## src/rtl/qdac_pkg.sv

```systemverilog
`timescale 1ns/1ps
// Shared constants for the quad serial front end: command field layout
// and command class codes. No state, no logic.
package qdac_pkg;
    localparam int CMD_W   = 8;      // command byte width
    localparam int CLASS_W = 4;      // command class field width (top of command)
    localparam logic [CLASS_W-1:0] CLS_WRITE = 4'h1;  // staging only
    localparam logic [CLASS_W-1:0] CLS_THRU  = 4'h2;  // staging and live
    localparam logic [CLASS_W-1:0] CLS_LOAD  = 4'h3;  // copy all staging to live
endpackage

```

## src/rtl/qdac_sync.sv

```systemverilog
`timescale 1ns/1ps
// Two-flop synchroniser, one pair of flops per bit.
// Assumes each input bit is an independent asynchronous level; resets to zero.
module qdac_sync #(
    parameter int W = 1
) (
    input  logic         clk,
    input  logic         rst_n,
    input  logic [W-1:0] d,
    output logic [W-1:0] q
);
    logic [W-1:0] meta_q;

    // Two-stage resampling of the asynchronous inputs.
    always_ff @(posedge clk) begin
        if (!rst_n) begin
            meta_q <= '0;
            q      <= '0;
        end else begin
            meta_q <= d;
            q      <= meta_q;
        end
    end
endmodule

```

## src/rtl/qdac_frame_rx.sv

```systemverilog
`timescale 1ns/1ps
// Serial frame receiver. Shifts in one bit per detected rising serial-clock
// edge while select is low, MSB first. It issues a one-cycle commit when select
// is seen high after exactly FRAME_W bits. Any other count is dropped.
// Assumes all inputs are already synchronous to clk.
module qdac_frame_rx #(
    parameter int FRAME_W = 24
) (
    input  logic               clk,
    input  logic               rst_n,
    input  logic               sclk_s,
    input  logic               sdi_s,
    input  logic               sel_n_s,
    output logic [FRAME_W-1:0] frame_q,
    output logic               commit,
    output logic               ready
);
    localparam int CW = $clog2(FRAME_W + 2);
    localparam logic [CW-1:0] FULL = CW'(FRAME_W);

    logic          sclk_d;
    logic          seen_idle;
    logic [CW-1:0] bit_cnt;
    logic          sclk_rise;

    assign sclk_rise = sclk_s & ~sclk_d;

    // Edge history, idle tracking, bit counting and shifting.
    always_ff @(posedge clk) begin
        if (!rst_n) begin
            sclk_d    <= 1'b0;
            seen_idle <= 1'b0;
            bit_cnt   <= '0;
            frame_q   <= '0;
        end else begin
            sclk_d <= sclk_s;
            if (sel_n_s) begin
                seen_idle <= 1'b1;
                bit_cnt   <= '0;
            end else if (seen_idle && sclk_rise && bit_cnt <= FULL) begin
                bit_cnt <= bit_cnt + 1'b1;       // saturates at FULL+1 (over-length)
                if (bit_cnt < FULL) begin
                    frame_q <= {frame_q[FRAME_W-2:0], sdi_s};
                end
            end
        end
    end

    // Commit on release of select only with an exact-length frame.
    assign commit = sel_n_s && (bit_cnt == FULL);
    assign ready  = (bit_cnt < FULL);
endmodule

```

## src/rtl/qdac_chan_bank.sv

```systemverilog
`timescale 1ns/1ps
// Per-channel staging and live registers with three update paths: hardware
// load (level, all channels), software load command, and writethrough.
// Assumes commit is a one-cycle pulse and frame is stable while it is high.
module qdac_chan_bank
    import qdac_pkg::*;
#(
    parameter int NCH = 4,
    parameter int DW  = 16
) (
    input  logic                    clk,
    input  logic                    rst_n,
    input  logic [CMD_W+DW-1:0]     frame,
    input  logic                    commit,
    input  logic                    load_n_s,
    output logic [NCH*DW-1:0]       dac_word_out
);
    localparam int FW = CMD_W + DW;

    logic [CLASS_W-1:0] cls;
    logic [NCH-1:0]     mask;
    logic [DW-1:0]      value;
    logic               do_write, do_thru, do_load_all;

    // Split the frame into class, mask and value and decode the class.
    always_comb begin
        cls         = frame[FW-1 -: CLASS_W];
        mask        = frame[DW +: NCH];
        value       = frame[DW-1:0];
        do_write    = commit && (cls == CLS_WRITE);
        do_thru     = commit && (cls == CLS_THRU);
        do_load_all = commit && (cls == CLS_LOAD);
    end

    for (genvar c = 0; c < NCH; c++) begin : g_ch
        logic [DW-1:0] stage_q;
        logic [DW-1:0] live_q;

        // Staging register: loaded by write or writethrough on a selected channel.
        always_ff @(posedge clk) begin
            if (!rst_n) begin
                stage_q <= '0;
            end else if ((do_write || do_thru) && mask[c]) begin
                stage_q <= value;
            end
        end

        // Live register: writethrough wins, else any load copies staging.
        always_ff @(posedge clk) begin
            if (!rst_n) begin
                live_q <= '0;
            end else if (do_thru && mask[c]) begin
                live_q <= value;
            end else if (!load_n_s || do_load_all) begin
                live_q <= stage_q;
            end
        end

        assign dac_word_out[c*DW +: DW] = live_q;
    end
endmodule

```

## src/rtl/qdac_serial_front.sv

```systemverilog
`timescale 1ns/1ps
// Top of the quad double-buffered serial front end. Synchronises the four
// host pins, receives 24-bit frames and updates the channel bank.
// Assumes clk runs several times faster than the serial clock.
module qdac_serial_front
    import qdac_pkg::*;
#(
    parameter int NCH = 4,
    parameter int DW  = 16
) (
    input  logic              clk,
    input  logic              rst_n,
    input  logic              sclk_in,
    input  logic              sdi_in,
    input  logic              sel_n_in,
    input  logic              load_n_in,
    output logic              ready_out,
    output logic [NCH*DW-1:0] dac_word_out
);
    localparam int FW = CMD_W + DW;

    logic              sclk_s, sdi_s, sel_n_s, load_n_s;
    logic [FW-1:0]     frame_q;
    logic              commit;

    qdac_sync #(.W(4)) u_sync (
        .clk   (clk),
        .rst_n (rst_n),
        .d     ({load_n_in, sel_n_in, sdi_in, sclk_in}),
        .q     ({load_n_s, sel_n_s, sdi_s, sclk_s})
    );

    qdac_frame_rx #(.FRAME_W(FW)) u_rx (
        .clk     (clk),
        .rst_n   (rst_n),
        .sclk_s  (sclk_s),
        .sdi_s   (sdi_s),
        .sel_n_s (sel_n_s),
        .frame_q (frame_q),
        .commit  (commit),
        .ready   (ready_out)
    );

    qdac_chan_bank #(.NCH(NCH), .DW(DW)) u_bank (
        .clk          (clk),
        .rst_n        (rst_n),
        .frame        (frame_q),
        .commit       (commit),
        .load_n_s     (load_n_s),
        .dac_word_out (dac_word_out)
    );
endmodule

```

## config.mk

```make
export PLATFORM = sky130hd
export DESIGN_NAME = qdac_serial_front
export DESIGN_NICKNAME = d
export VERILOG_FILES = /design/src/rtl/qdac_pkg.sv /design/src/rtl/qdac_sync.sv /design/src/rtl/qdac_frame_rx.sv /design/src/rtl/qdac_chan_bank.sv /design/src/rtl/qdac_serial_front.sv
export SDC_FILE = /design/constraint.sdc
export NUM_CORES = 1
export LEC_CHECK = 0
export BUFFER_PORTS_ARGS = -buffer_cell sky130_fd_sc_hd__buf_2
export CORE_MARGIN = 4
export CORE_UTILIZATION = 55
export DETAILED_ROUTE_END_ITERATION = 8
export GPL_ROUTABILITY_DRIVEN = 0
export PLACE_DENSITY = 0.86
export SLEW_MARGIN = 30
export SYNTH_ARGS = -nofsm -noshare
export SYNTH_HDL_FRONTEND = slang
export SYNTH_SLANG_ARGS = --single-unit
```

## constraint.sdc

```tcl
create_clock -name clk -period 2.1 [get_ports clk]
set_input_delay 0.105 -clock clk [delete_from_list [all_inputs] [get_ports clk]]
set_output_delay 0.105 -clock clk [all_outputs]
set_load 0.005 [all_outputs]
```

==> summary.md <==
| Metric | Value |
|---|---|
| Status | `completed` |
| VDD IR max | `0.000573 V` |
| Root buffer cell | `clkbuf_16` |
| Largest net degree at the start of global routing | `56` |
| Htree depth | `4` |
| Share of cells above drive strength 1 | `roughly a quarter` |
| Clock transition at the registers of the reported paths | `approximately 60 ps` |
| Netlist Area Pre-Place | `6650 sq um` |
| ANT cells | `0` |
| Post-Synthesis Cells | `roughly 690` |
| Iter 0 DRT Violations | `598` |
| Core ar. | `11,600 sq um` |
| Critical Path Fanout Max | `16` |
| Global-route wire length before repair | `27,200 microns` |
| Placed insts | `approximately 860` |
| Final setup skew | `approximately 10 ps` |
| Final-stage net count | `747` |
| Initial antenna violation count | `0` |
| Clock Latency Late Sink | `430 ps` |
| Endpoints failing hold | `0` |
| Routed WL per cell | `about 19 microns` |
| Post-Layout Cell Count | `895` |
| # DRC | `0` |
| Seq/Total Area, Yosys | `50.3%` |
| PD cells | `842 nW/um^2` |
| Dpl hpwl | `around 11,000 microns` |
| CP max stage delay | `640 ps` |
| Worst Tran Pin Value | `760 ps` |
| Type of origin of the critical path | `flop` |
| Register Area | `3340 sq um` |
| Yosys warnings | `0` |
| Maximum root-to-sink buffer count | `2` |
| Die height | `118 microns` |
| Asr flop ratio synth | `0%` |
| Worst hold path type | `input pin to flop` |
| Final WL | `between 15,000 and 20,000 microns` |
| I/O Pins | `71` |
| TritonCTS clock tree | `done` |
| Leak | `roughly 3.2 nW` |
| CTS Buf Count | `17` |
| Number of setup violations in the final report | `0` |
| Fin. max-slew vios | `0` |
| EDFF count, synth | `0` |
| Fin crit period | `between 2000 and 2500 ps` |
| Grt total ovfl | `0` |
| Core Util, Final | `66.5%` |
| IO buf count | `70` |
| Unrepaired setup endpoints after global routing | `false` |
| Die Wd | `118 microns` |
| Antenna Nets Post-Route | `0` |
| Initial core utilization | `57.2%` |
| Syn_area_per_cell | `between 9 and 10 sq um` |
| Crit Path Category | `flop to flop` |
| Vias in the first global route | `5,436` |
| Rel. slew slack | `49.3%` |
| Cells along the critical path | `inv_1 -> ha_1 -> and4b_1 -> nand3_4 -> o21ai_2 -> o221a_2` |
| Die ar. | `13,900 sq um` |
| Synth Flop Type | `dfxtp_1` |
| FMAX | `0.493 GHz` |
| Drt first pass iters | `7` |
| Number of post-CTS setup repair buffers | `0` |
| Critical Path RT | `2460 ps` |
| Syn_nets | `700` |
| Power Total | `between 6 and 7 mW` |
| Tot GR Track Use | `between 20% and 30%` |
| Max-cap violations | `0` |
| Clock Sinks | `167` |
| Vias | `between 5k and 6k` |
| Seq cells post-synth | `167` |
| DR vias/cell | `6.32` |
| Synth unique cells | `34` |
| Filler cells | `860` |
| P&R area growth vs syn | `16.3%` |
| Crit path DAT | `2390 ps` |
| Slowest cell on crit path | `o21ai_2` |
| Area of the multi-input gates | `2990 sq um` |
| Worst path top cell family by delay | `compound AO/OA/AOI/OAI gates` |
| Crit share post-route | `between 90% and 100%` |
| CP Capture Type | `flop` |
| Buf/Inv on CP | `1` |
| # rows | `39` |
## cells in the mapped netlist, types with 8 or more instances
cell type	n	area, sq um
mux2i_1	25	250
nor2b_1	41	257
a21oi_1	65	325
buf_2	9	45.0
dfxtp_1	167	3340
nand2_1	17	63.8
o21ai_0	120	601
and2_1	10	62.6
clkbuf_1	38	143
nand3_1	65	325
nor2_1	8	30.0
o221a_2	64	721
o21ai_1	11	55.1
## area by class of cell
| cell class | instances | share of cell area, % |
|---|---|---|
| timing repair buffer | 93 | 7.74 |
| clock inverter | 10 | 1.55 |
| clock buffer | 22 | 6.27 |
| sequential | 167 | 43.3 |
| tap | 143 | 2.32 |
| inverter | 4 | 0.194 |
| multi-input combinational | 456 | 38.7 |
## per-layer routing
metal | track usage (%) | routed length, microns
met1 | 31.0 | 7060
met2 | 38.0 | 7870
met3 | 6.05 | 1440
met4 | 10.0 | 408
met5 | 0 | 0
## cells in the final DEF (no fill, tap or decap), types with 8 or more instances in the layout
cell type,n
o21ai_1,9
a21oi_1,65
nor2_1,8
buf_2,69
o221a_2,64
nand2_1,17
clkbuf_16,17
mux2i_1,25
o21ai_0,120
buf_4,15
and2_1,10
nor2b_1,41
nand3_1,65
dfxtp_1,167
## sequential cells by signal (all words and copies together), names as in the netlist
signal,cells
u_rx.sclk_d,1
u_bank.g_ch.live_q,64
u_rx.seen_idle,1
u_rx.bit_cnt,5
u_sync.meta_q,4
u_rx.frame_q,24
u_sync.q,4
u_bank.g_ch.stage_q,64
## power by group
part,total (mW),internal [mW],switching [mW]
clock,3.12,1.88,1.24
combinational,0.203,0.0759,0.128
sequential,3.19,3.18,0.00935
## timing repair
item / 4_1_cts / 5_1_grt
gates resized for setup: 3 / 3
hold buffers: 4 / 0
setup endpoints to repair: 32 / 48
hold endpoints to repair: 4 / 0
## logic make-up after synthesis
group                    after synthesis  share of synthesized area [%]
flip-flops                           167                           50.3
AND/OR/NAND/NOR                      160                           13.6
multiplexers                          26                           4.10
adder cells (fa/ha/maj)                2                          0.377
XOR/XNOR                               3                          0.395
AO/OA/AOI/OAI                        265                           26.2
buffers and inverters                 69                           5.01
## path summary, 6_finish.rpt
kind                    startpoint                  endpoint  slack, ps  cells past startpoint
hold reg to reg   u_sync.meta_q[1]               u_sync.q[1]        430                      1
setup reg to reg   u_rx.bit_cnt[1]  u_bank.g_ch[2].live_q[9]         70                      6
setup / recovery   u_rx.bit_cnt[1]  u_bank.g_ch[2].live_q[9]         70                      6
hold / removal               rst_n            u_rx.seen_idle        180                      2
## through the flow
| stage | hold WS, ps | area (sq um) | TNS [ps] | setup WS [ps] |
|---|---|---|---|---|
| floorplan | 232 | 6650 | 0 | 255 |
| global placement | 310 | 7060 | -2890 | -151 |
| detailed placement | 315 | 7070 | -2270 | -152 |
| CTS | 153 | 7720 | 0 | 3.99 |
| global route | 183 | 7730 | 0 | 20.4 |
| finish | 176 | 7730 | 0 | 69.7 |
No activity file was read; power rests on OpenSTA's default activity.
